<file path="src/rtl/cfg_load_pkg.sv">
package cfg_load_pkg;

  typedef enum logic [2:0] {
    PH_OFF     = 3'd0,
    PH_RESET   = 3'd1,
    PH_CONFIG  = 3'd2,
    PH_INIT    = 3'd3,
    PH_USER    = 3'd4,
    PH_UNKNOWN = 3'd5
  } phase_e;

  typedef enum logic [1:0] {
    RATIO_X1 = 2'd0,
    RATIO_X2 = 2'd1,
    RATIO_X4 = 2'd2,
    RATIO_X8 = 2'd3
  } ratio_e;

  typedef enum logic [3:0] {
    ERR_NONE    = 4'd0,
    ERR_RESET   = 4'd1,
    ERR_CONFIG  = 4'd2,
    ERR_MONITOR = 4'd3,
    ERR_STREAM  = 4'd4,
    ERR_CLK_A   = 4'd5,
    ERR_INIT    = 4'd6,
    ERR_CLK_B   = 4'd7,
    ERR_USER    = 4'd8,
    ERR_ALIGN   = 4'd9
  } err_e;

  typedef enum logic [3:0] {
    ST_IDLE, ST_CEN, ST_DRV, ST_PULL, ST_WRST, ST_WCFG, ST_EOI, ST_STREAM,
    ST_CHECK, ST_CLK1, ST_WCK1, ST_WINIT, ST_CLK2, ST_WCK2, ST_WUSER
  } state_e;

  localparam int CTRL_W   = 10;
  localparam int CB_DRIVE = 0;
  localparam int CB_CEN_N = 1;
  localparam int CB_PULL  = 2;
  localparam int CB_RATIO = 6;
  localparam int CB_DPEN  = 8;
  localparam int CB_WIDE  = 9;

  localparam logic [CTRL_W-1:0] CTRL_IDLE = 10'h002;
  localparam logic [11:0]       EOI_ALL   = 12'hFFF;

endpackage

</file>
<file path="src/rtl/cfg_msel_decode.sv">
module cfg_msel_decode
  import cfg_load_pkg::*;
(
  input  logic       wide_sel_i,
  input  logic [1:0] rate_sel_i,
  output logic       wide_o,
  output logic [1:0] ratio_o
);

  always_comb begin
    wide_o = wide_sel_i;
    case (rate_sel_i)
      2'd0:    ratio_o = RATIO_X1;
      2'd1:    ratio_o = wide_sel_i ? RATIO_X4 : RATIO_X2;
      2'd2:    ratio_o = wide_sel_i ? RATIO_X8 : RATIO_X4;
      default: ratio_o = RATIO_X1;
    endcase
  end

endmodule

</file>
<file path="src/rtl/cfg_poll_timer.sv">
module cfg_poll_timer #(
  parameter int LIMIT = 32'h0100_0000
) (
  input  logic clk,
  input  logic rst,
  input  logic clr_i,
  input  logic en_i,
  output logic exp_o
);

  localparam int CW = $clog2(LIMIT + 1);

  logic [CW-1:0] cnt_q;

  always_ff @(posedge clk) begin
    if (rst || clr_i) begin
      cnt_q <= '0;
    end else if (en_i && (cnt_q != CW'(LIMIT - 1))) begin
      cnt_q <= cnt_q + 1'b1;
    end
  end

  assign exp_o = en_i && (cnt_q == CW'(LIMIT - 1));

endmodule

</file>
<file path="src/rtl/cfg_clk_burst.sv">
module cfg_clk_burst #(
  parameter int CNT_W = 16
) (
  input  logic             clk,
  input  logic             rst,
  input  logic             kill_i,
  input  logic             start_i,
  input  logic [CNT_W-1:0] count_i,
  output logic             clk_o,
  output logic             busy_o
);

  logic [CNT_W-1:0] rem_q;
  logic             hi_q;

  always_ff @(posedge clk) begin
    if (rst || kill_i) begin
      rem_q <= '0;
      hi_q  <= 1'b0;
    end else if (start_i) begin
      rem_q <= count_i;
      hi_q  <= 1'b0;
    end else if (rem_q != '0) begin
      hi_q <= ~hi_q;
      if (hi_q) rem_q <= rem_q - 1'b1;
    end
  end

  assign clk_o  = hi_q;
  assign busy_o = (rem_q != '0);

endmodule

</file>
<file path="src/rtl/cfg_load_seq.sv">
module cfg_load_seq
  import cfg_load_pkg::*;
#(
  parameter int TIMEOUT  = 32'h0100_0000,
  parameter int CLK_INIT = 4,
  parameter int CLK_USER = 32'h5000,
  parameter int DATA_W   = 32
) (
  input  logic              clk,
  input  logic              rst,
  input  logic              start_i,
  input  logic              abort_i,
  input  logic [1:0]        img_addr_i,
  input  logic [7:0]        status_i,
  input  logic [1:0]        mon_i,
  input  logic              clk_ack_i,
  input  logic              img_valid_i,
  input  logic [DATA_W-1:0] img_data_i,
  input  logic              img_last_i,
  output logic              img_ready_o,
  output logic [DATA_W-1:0] data_o,
  output logic              data_we_o,
  output logic [9:0]        ctrl_o,
  output logic              eoi_we_o,
  output logic [11:0]       eoi_mask_o,
  output logic              cfg_clk_o,
  output logic              busy_o,
  output logic              done_o,
  output logic              err_o,
  output logic [3:0]        err_code_o
);

  localparam int CLK_MAX = (CLK_INIT > CLK_USER) ? CLK_INIT : CLK_USER;
  localparam int CNT_W   = $clog2(CLK_MAX + 1);

  state_e             st_q, st_d;
  logic [CTRL_W-1:0]  ctrl_q;
  logic [DATA_W-1:0]  data_q;
  logic               data_we_q, eoi_we_q, done_q, err_q;
  logic [3:0]         code_q, code_d;
  logic               fail_d;

  logic               wide_dec;
  logic [1:0]         ratio_dec;
  logic [2:0]         phase;
  logic               accept, tmr_en, tmr_clr, tmr_exp;
  logic               bst_start, bst_busy, bst_clk;
  logic [CNT_W-1:0]   bst_count;
  logic               unused_strap;

  assign phase        = status_i[2:0];
  assign unused_strap = ^{status_i[7], status_i[5]};
  assign accept       = img_valid_i && (st_q == ST_STREAM);

  cfg_msel_decode u_dec (
    .wide_sel_i (status_i[6]),
    .rate_sel_i (status_i[4:3]),
    .wide_o     (wide_dec),
    .ratio_o    (ratio_dec)
  );

  assign tmr_en = (st_q == ST_WRST)  || (st_q == ST_WCFG)  || (st_q == ST_STREAM) ||
                  (st_q == ST_WCK1)  || (st_q == ST_WINIT) || (st_q == ST_WCK2)   ||
                  (st_q == ST_WUSER);
  assign tmr_clr = (st_d != st_q) || accept || abort_i;

  cfg_poll_timer #(.LIMIT(TIMEOUT)) u_tmr (
    .clk   (clk),
    .rst   (rst),
    .clr_i (tmr_clr),
    .en_i  (tmr_en),
    .exp_o (tmr_exp)
  );

  assign bst_start = (st_q == ST_CLK1) || (st_q == ST_CLK2);
  assign bst_count = (st_q == ST_CLK1) ? CNT_W'(CLK_INIT) : CNT_W'(CLK_USER);

  cfg_clk_burst #(.CNT_W(CNT_W)) u_bst (
    .clk     (clk),
    .rst     (rst),
    .kill_i  (abort_i || fail_d),
    .start_i (bst_start),
    .count_i (bst_count),
    .clk_o   (bst_clk),
    .busy_o  (bst_busy)
  );

  // Next-state and failure detection
  always_comb begin
    st_d   = st_q;
    fail_d = 1'b0;
    code_d = ERR_NONE;
    case (st_q)
      ST_IDLE:  if (start_i && (img_addr_i == 2'b00)) st_d = ST_CEN;
      ST_CEN:   st_d = ST_DRV;
      ST_DRV:   st_d = ST_PULL;
      ST_PULL:  st_d = ST_WRST;
      ST_WRST: begin
        if (phase == PH_RESET) st_d = ST_WCFG;
        else if (tmr_exp) begin fail_d = 1'b1; code_d = ERR_RESET; end
      end
      ST_WCFG: begin
        if (phase == PH_CONFIG) st_d = ST_EOI;
        else if (tmr_exp) begin fail_d = 1'b1; code_d = ERR_CONFIG; end
      end
      ST_EOI:   st_d = ST_STREAM;
      ST_STREAM: begin
        if (accept && img_last_i) st_d = ST_CHECK;
        else if (!accept && tmr_exp) begin fail_d = 1'b1; code_d = ERR_STREAM; end
      end
      ST_CHECK: begin
        if (mon_i == 2'b00) begin fail_d = 1'b1; code_d = ERR_MONITOR; end
        else st_d = ST_CLK1;
      end
      ST_CLK1:  st_d = ST_WCK1;
      ST_WCK1: begin
        if (!bst_busy && clk_ack_i) st_d = ST_WINIT;
        else if (tmr_exp) begin fail_d = 1'b1; code_d = ERR_CLK_A; end
      end
      ST_WINIT: begin
        if ((phase == PH_INIT) || (phase == PH_USER)) st_d = ST_CLK2;
        else if (tmr_exp) begin fail_d = 1'b1; code_d = ERR_INIT; end
      end
      ST_CLK2:  st_d = ST_WCK2;
      ST_WCK2: begin
        if (!bst_busy && clk_ack_i) st_d = ST_WUSER;
        else if (tmr_exp) begin fail_d = 1'b1; code_d = ERR_CLK_B; end
      end
      ST_WUSER: begin
        if (phase == PH_USER) st_d = ST_IDLE;
        else if (tmr_exp) begin fail_d = 1'b1; code_d = ERR_USER; end
      end
      default:  st_d = ST_IDLE;
    endcase
    if (fail_d) st_d = ST_IDLE;
  end

  // State, control lines and result flags
  always_ff @(posedge clk) begin
    if (rst) begin
      st_q      <= ST_IDLE;
      ctrl_q    <= CTRL_IDLE;
      data_q    <= '0;
      data_we_q <= 1'b0;
      eoi_we_q  <= 1'b0;
      done_q    <= 1'b0;
      err_q     <= 1'b0;
      code_q    <= ERR_NONE;
    end else if (abort_i) begin
      st_q      <= ST_IDLE;
      ctrl_q    <= CTRL_IDLE;
      data_we_q <= 1'b0;
      eoi_we_q  <= 1'b0;
    end else begin
      st_q      <= st_d;
      data_we_q <= accept;
      eoi_we_q  <= 1'b0;
      if (accept) data_q <= img_data_i;
      case (st_q)
        ST_IDLE: begin
          if (start_i) begin
            done_q <= 1'b0;
            if (img_addr_i != 2'b00) begin
              err_q  <= 1'b1;
              code_q <= ERR_ALIGN;
            end else begin
              err_q  <= 1'b0;
              code_q <= ERR_NONE;
              ctrl_q <= CTRL_IDLE;
              ctrl_q[CB_WIDE]         <= wide_dec;
              ctrl_q[CB_RATIO +: 2]   <= ratio_dec;
            end
          end
        end
        ST_CEN:   ctrl_q[CB_CEN_N] <= 1'b0;
        ST_DRV:   ctrl_q[CB_DRIVE] <= 1'b1;
        ST_PULL:  ctrl_q[CB_PULL]  <= 1'b1;
        ST_WRST:  if (st_d == ST_WCFG) ctrl_q[CB_PULL] <= 1'b0;
        ST_WCFG:  if (st_d == ST_EOI) eoi_we_q <= 1'b1;
        ST_EOI:   ctrl_q[CB_DPEN] <= 1'b1;
        ST_CHECK: if (st_d == ST_CLK1) ctrl_q[CB_DPEN] <= 1'b0;
        ST_WUSER: begin
          if ((st_d == ST_IDLE) && !fail_d) begin
            ctrl_q[CB_DRIVE] <= 1'b0;
            done_q           <= 1'b1;
          end
        end
        default: ;
      endcase
      if (fail_d) begin
        ctrl_q <= CTRL_IDLE;
        err_q  <= 1'b1;
        code_q <= code_d;
      end
    end
  end

  assign img_ready_o = (st_q == ST_STREAM);
  assign data_o      = data_q;
  assign data_we_o   = data_we_q;
  assign ctrl_o      = ctrl_q;
  assign eoi_we_o    = eoi_we_q;
  assign eoi_mask_o  = eoi_we_q ? EOI_ALL : 12'h000;
  assign cfg_clk_o   = bst_clk;
  assign busy_o      = (st_q != ST_IDLE);
  assign done_o      = done_q;
  assign err_o       = err_q;
  assign err_code_o  = code_q;

endmodule

</file>
<file path="config.mk">
export PLATFORM = sky130hd
export DESIGN_NAME = cfg_load_seq
export DESIGN_NICKNAME = d
export VERILOG_FILES = /design/src/rtl/cfg_load_pkg.sv /design/src/rtl/cfg_msel_decode.sv /design/src/rtl/cfg_poll_timer.sv /design/src/rtl/cfg_clk_burst.sv /design/src/rtl/cfg_load_seq.sv
export SDC_FILE = /design/constraint.sdc
export NUM_CORES = 1
export LEC_CHECK = 0
export BUFFER_PORTS_ARGS = -buffer_cell sky130_fd_sc_hd__buf_2
export CORE_MARGIN = 5
export CORE_UTILIZATION = 54
export DETAILED_ROUTE_END_ITERATION = 8
export PLACE_DENSITY = 0.88
export SLEW_MARGIN = 10
export SYNTH_ARGS = -nofsm -noshare
export SYNTH_HDL_FRONTEND = slang
export SYNTH_HIERARCHICAL = 1
export SYNTH_SLANG_ARGS = --single-unit
</file>
<file path="constraint.sdc">
create_clock -name clk -period 4.75 [get_ports clk]
set_input_delay 0.95 -clock clk [delete_from_list [all_inputs] [get_ports clk]]
set_output_delay 0.95 -clock clk [all_outputs]
set_load 0.05 [all_outputs]
</file>
Word-level counts from Yosys, hierarchy flattened --
Index checks and enable logic that the tools add are counted.
Storage, ports and cells: bits of input ports 51, register bits after elaboration 92, logic and storage cells 172, output and inout bits 65
Operators by class: equal/unequal tests 31, reductions and logical operators 54, mux-type cells 66, bitwise operators 4, add/sub/neg operators 2
Operators by type and width (count):
- $mux W4 | 16
- $mux W15 | 4
- $pmux W4 S15 | 1
- $eq A4 B4 Y1 const B | 8
- $pmux W4 S8 | 1
- $add A25 B1 Y25 const B | 1
- $eq A25 B24 Y1 const B | 1
- $ne A25 B24 Y1 const B | 1
- $eq A4 B3 Y1 const B | 6
- $mux W3 | 8
- $mux W1 | 22
- $mux W9 | 2
- $reduce_and A4 Y1 | 4
- $reduce_bool A15 Y1 | 1
- $sub A15 B1 Y15 const B | 1
- $reduce_bool A2 Y1 | 7
- $logic_or A1 B1 Y1 | 13
- $mux W12 | 1
- $pmux W1 S3 | 3
- $reduce_and A3 Y1 | 3
- $reduce_bool A3 Y1 | 3
- $eq A4 B2 Y1 const B | 2
- $logic_and A1 B1 Y1 | 8
- $logic_not A4 Y1 | 2
- other kinds (20) | 38

Logic depth before layout (Yosys ltp) --
depth in word-level cells 17, depth in mapped cells 17, mapped depth without buffers 14

Cells and area by module --
Netlist, hierarchy kept.
Modules (own cells, without submodules):
- cfg_load_seq | times used 1, sequential area each 1021.0 um^2, cells each 336, area an instance 2560.0 um^2
- cfg_poll_timer | times used 1, sequential area each 500.5 um^2, cells each 151, area an instance 1320.0 um^2
- cfg_clk_burst | times used 1, sequential area each 320.3 um^2, cells each 113, area an instance 919.6 um^2
- cfg_msel_decode | times used 1, sequential area each 0.0 um^2, cells each 8, area an instance 63.8 um^2

Worst setup path before layout --
No wires, ideal clock.
path kind register -> register, start register st_q[3], end register u_tmr.cnt_q[10], arrival 3.420 ns, required time 4.676 ns, path slack 1.255 ns, library setup time 0.074 ns, stages on the path, launching flop included 17, cell sequence dfxtp_1 -> buf_2 -> clkbuf_1 -> buf_1 -> nand2_1 -> a311oi_1 -> inv_1 -> nor2_1 -> o2111a_1 -> nor3_4 -> and2_1 -> buf_4 -> nand3_1 -> nand4b_1 -> or2_2 -> or3_1 -> o21ai_0
On the way: cells in the longest elaborated chain, start to end 17, elaborated cells on any way between the ends 52, those cells by class 15 x eq/ne; 20 x mux; 17 x reduce/logical
Ends and longest elaborated chain:
- start: declaration | RTL line cfg_load_seq.sv:36 | state_e st_q, st_d;
- start signal: assignment | RTL line cfg_load_seq.sv:155 | st_q <= st_d;
- $eq A4 B3 Y1 | RTL line cfg_load_seq.sv:62 | assign tmr_en = (st_q == ST_WRST) || (st_q == ST_WCFG) || (st_q == ST_STREAM) ||
- $logic_or A1 B1 Y1 (3 in a row) | RTL line cfg_load_seq.sv:62
- $logic_or A1 B1 Y1 (2 in a row) | RTL line cfg_load_seq.sv:63 | (st_q == ST_WCK1) || (st_q == ST_WINIT) || (st_q == ST_WCK2) ||
- $logic_or A1 B1 Y1 (*) | RTL line cfg_load_seq.sv:63
- via tmr_en | RTL line cfg_load_seq.sv:46 | logic accept, tmr_en, tmr_clr, tmr_exp;
- $logic_and A1 B1 Y1 (*) | RTL line cfg_poll_timer.sv:23 | assign exp_o = en_i && (cnt_q == CW'(LIMIT - 1));
- via tmr_exp | RTL line cfg_load_seq.sv:46
- $logic_and A1 B1 Y1 | RTL line cfg_load_seq.sv:109 | else if (!accept && tmr_exp) begin fail_d = 1'b1; code_d = ERR_STREAM; end
- $mux W1 | RTL line cfg_load_seq.sv:109
- $mux W1 | RTL line cfg_load_seq.sv:108 | if (accept && img_last_i) st_d = ST_CHECK;
- $pmux W1 S7 (*) | RTL line cfg_load_seq.sv:93 | case (st_q)
- $mux W4 (*) | RTL line cfg_load_seq.sv:135 | if (fail_d) st_d = ST_IDLE;
- $ne A4 B4 Y1 (*) | RTL line cfg_load_seq.sv:65 | assign tmr_clr = (st_d != st_q) || accept || abort_i;
- $logic_or A1 B1 Y1 (*) (2 in a row) | RTL line cfg_load_seq.sv:65
- via tmr_clr | RTL line cfg_load_seq.sv:46
- $logic_or A1 B1 Y1 (*) | RTL line cfg_poll_timer.sv:16 | if (rst || clr_i) begin
- end signal: assignment | RTL line cfg_poll_timer.sv:19 | cnt_q <= cnt_q + 1'b1;
- end: declaration | RTL line cfg_poll_timer.sv:13 | logic [CW-1:0] cnt_q;
The timed path passes the listed nets; every way through them passes the cells marked *. A chain may end at the register's enable or synchronous reset.

Worst setup path in the final report --
start register st_q[2], end register u_tmr.cnt_q[10]
Same word-level chain as after synthesis.

==> impl_metrics.ini <==
[sta]
slew_headroom = 0.270
timing.final.hold_violations = 0
final_max_slew_viol_count = 0
tcrit_tclk_final = 0.862
setup_viol = 0
timing.setup.tns_ps = 0
worst_clock_skew_ps = 11.4
rsz0062_at_grt = false
worst_pin_slew_ps = 1090
post-route-min-period_ps = 4100
max_freq_mhz = 244

[critical_path]
setup.worst_path.start_class = register
timing.setup.critical_path_class = register to register
worstSetupEndpointType = register
critPathMaxFanout = 22
cp.arrival_ps = 4380
required_ps = 5030

[clocking]
root_buffer = clkbuf_8
cts.path.max_buffers = 2
worst_setup_hold_path_clk_slew_ps = 90
h-tree-depth = 3
tritoncts_num_sinks = 92
insertion_delay_ps = 360
cts_tree = done
cts_setup_buffers = 0
clock_buffers_created_by_tritoncts = 9
cts_resized = 0
post_cts_hold_buffer_count = 0

[placed_design]
portBuffers = 110
numPlacedInstances = 788
placed_wire_length_estimate_after_detailed_placement_um = 8790
gp_congestion = 0.947

[finish]
seq_area_um2 = 1840
share_of_final_layout_standard_cells_stronger_than_drive_strength_1 = 0.217
multiInputGateArea_um2 = 2730
antenna_cells = 0
fill_cells = 756
syn_to_final_growth_pct = 13.8
final_cell_count_no_fill = 803
design.final.nets = 746

[min_path]
timing.hold.worst.class = register to register

[die]
dieHeight_um = 105
initial_core_util = 0.555
design.die.area_um2 = 11000
rows = 34
num_io_pins = 116
fp.coreArea_um2 = 8760
die_w_um = 105

[routing]
drt_pre_antenna_iters = 5
drc_violation_total_after_the_first_tritonroute_iteration = 273
route.final.wire_length_um = 12100
average_detailed_routed_wire_length_per_instance_um = 15.1
drc_violation_count_after_routing = 0
postRouteAntennaNets = 0
vias_per_cell = 5.81
vias = 4668

[grt]
grt_start_max_net_pins = 47
number_of_antenna_violations_at_the_first_check_in_global_routing = 1
vias_in_the_first_global_route = 4398
grt_total_ovfl = 0
grt_first_pass_wirelength_um = 20100
globalRouteTotalUtil = 0.214

[power]
clockPowerShare = 0.390
design_power_total_mw = 1.41
net_switching_mw = 0.344
power.density_cell_area_nw_per_um2 = 255
sw_frac_of_total = 0.244
internal_power_mw = 1.06
share_seq_of_total_power = 0.550
pwr-share-comb = 0.060
total_leakage_power_nw = 2.25
ir_drop_mv = 0.228

[synth]
ys_types = 71
syn-cell-area_um2 = 4860
ys_async_sr_fraction = 0
synth-edff-count = 0
synth_area_per_cell_um2 = 8.00
synth_warnings = 6
synth_ff_type = dfxtp_1
synth_common_cells = nand2_1, dfxtp_1, a21oi_1, nor2_1, xnor2_1
dominant_cells_by_area_after_synthesis = dfxtp_1, nand2_1, a21oi_1
synthesis.instances = 608
ys_ff_latch = 92
most_frequent_cell_after_synthesis = nand2_1
share_of_synthesized_area_occupied_by_flip_flops_and_latches = 0.379
synth.largest_area_cell = dfxtp_1
synth_top_area_frac = 0.379

[run_status]
run_status = finished, final reports clean

[flow_run]
max_cap_viol_count = 0
==> power groups by stage <==
stage / sequential [mW] / combinational [mW] / clock (mW)
final: 0.775 / 0.0839 / 0.549
after CTS: 0.775 / 0.0826 / 0.561
after global placement: 0.793 / 0.0806 / 0
after floorplan: 0.800 / 0.0448 / 0
after global routing: 0.776 / 0.0919 / 0.594
after detailed placement: 0.793 / 0.0823 / 0
==> layer usage <==
layer,wire [µm],part of all wire,up-vias,global-route usage
li1,-,-,2287,-
met1,4980,0.41,2165,0.270
met3,918,0.076,22,0.0456
met4,181,0.015,2,0.0895
met5,7,0.00058,-,0
met2,6030,0.50,192,0.354
==> metrics by stage <==
stage / area, µm² / setup slack [ps] / utilization / hold slack (ps)
after floorplan: 4920 / 1260 / - / 423
final: 5530 / 653 / 0.631 / 453
after CTS: 5530 / 734 / 0.631 / 450
after global placement: 5320 / 919 / 0.608 / 437
after detailed placement: 5320 / 780 / 0.608 / 436
after global routing: 5530 / 297 / 0.631 / 462
==> kinds of logic (layout without fill, tap and decap cells) <==
group,Yosys count,count (layout),synth area share
AOI/OAI and AO/OA,144,144,0.191
xor gates and xnor gates,28,28,0.0504
adders and majority gates,4,4,0.0103
buffers and inverters,68,141,0.0715
DFF,92,92,0.379
muxes,4,4,0.00926
other,1,15,0.000771
and+or+nand+nor,267,267,0.288
==> state kept, by name (all words and copies together) (netlist names), 4 cells and up <==
| register | cells |
|---|---|
| data_o | 32 |
| u_tmr/cnt_q | 25 |
| u_bst/rem_q | 15 |
| ctrl_o | 7 |
| err_code_o | 4 |
| st_q | 4 |
==> critical path: stages (launching register included) <==
cell      delay (ps)
dfxtp_1          800
nor2_1           270
a311oi_1         400
inv_1            110
nor2_1           460
o2111a_1         350
nor3_4            90
and2_1           270
nand3_1          140
nand4b_1         130
or2_2            510
or3_1            410
o21ai_0           80
==> path summary, 6_finish.rpt <==
| kind | startpoint | end | slack [ps] | cells after the start |
|---|---|---|---|---|
| setup / recovery | st_q[2] | u_tmr/cnt_q[10] | 650 | 12 |
| hold / removal | u_tmr/cnt_q[24] | u_tmr/cnt_q[24] | 450 | 1 |
| setup reg to reg | st_q[2] | u_tmr/cnt_q[10] | 650 | 12 |
| hold reg to reg | u_tmr/cnt_q[24] | u_tmr/cnt_q[24] | 450 | 1 |
==> layout by cell type, fill, tap and decap left out, types with 10 or more instances in the layout <==
cell type and instances:
a31oi_1 10, xnor2_1 26, nand3_1 20, a211oi_1 10, buf_2 110, clkbuf_8 10
a21oi_1 58, conb_1 15, dfxtp_1 92, nand2_1 98, nor3_1 11, o21ai_0 23
inv_1 14, nor2_1 52
==> cell type report <==
cell class / instances / area share
Tap cell: 108 / 0.0244
Clock buffer: 10 / 0.0249
Inverter: 14 / 0.00950
Timing Repair Buffer: 112 / 0.102
Clock inverter: 5 / 0.0120
Sequential cell: 92 / 0.333
Multi-Input combinational cell: 462 / 0.494
No activity file was read; power rests on OpenSTA's default activity.
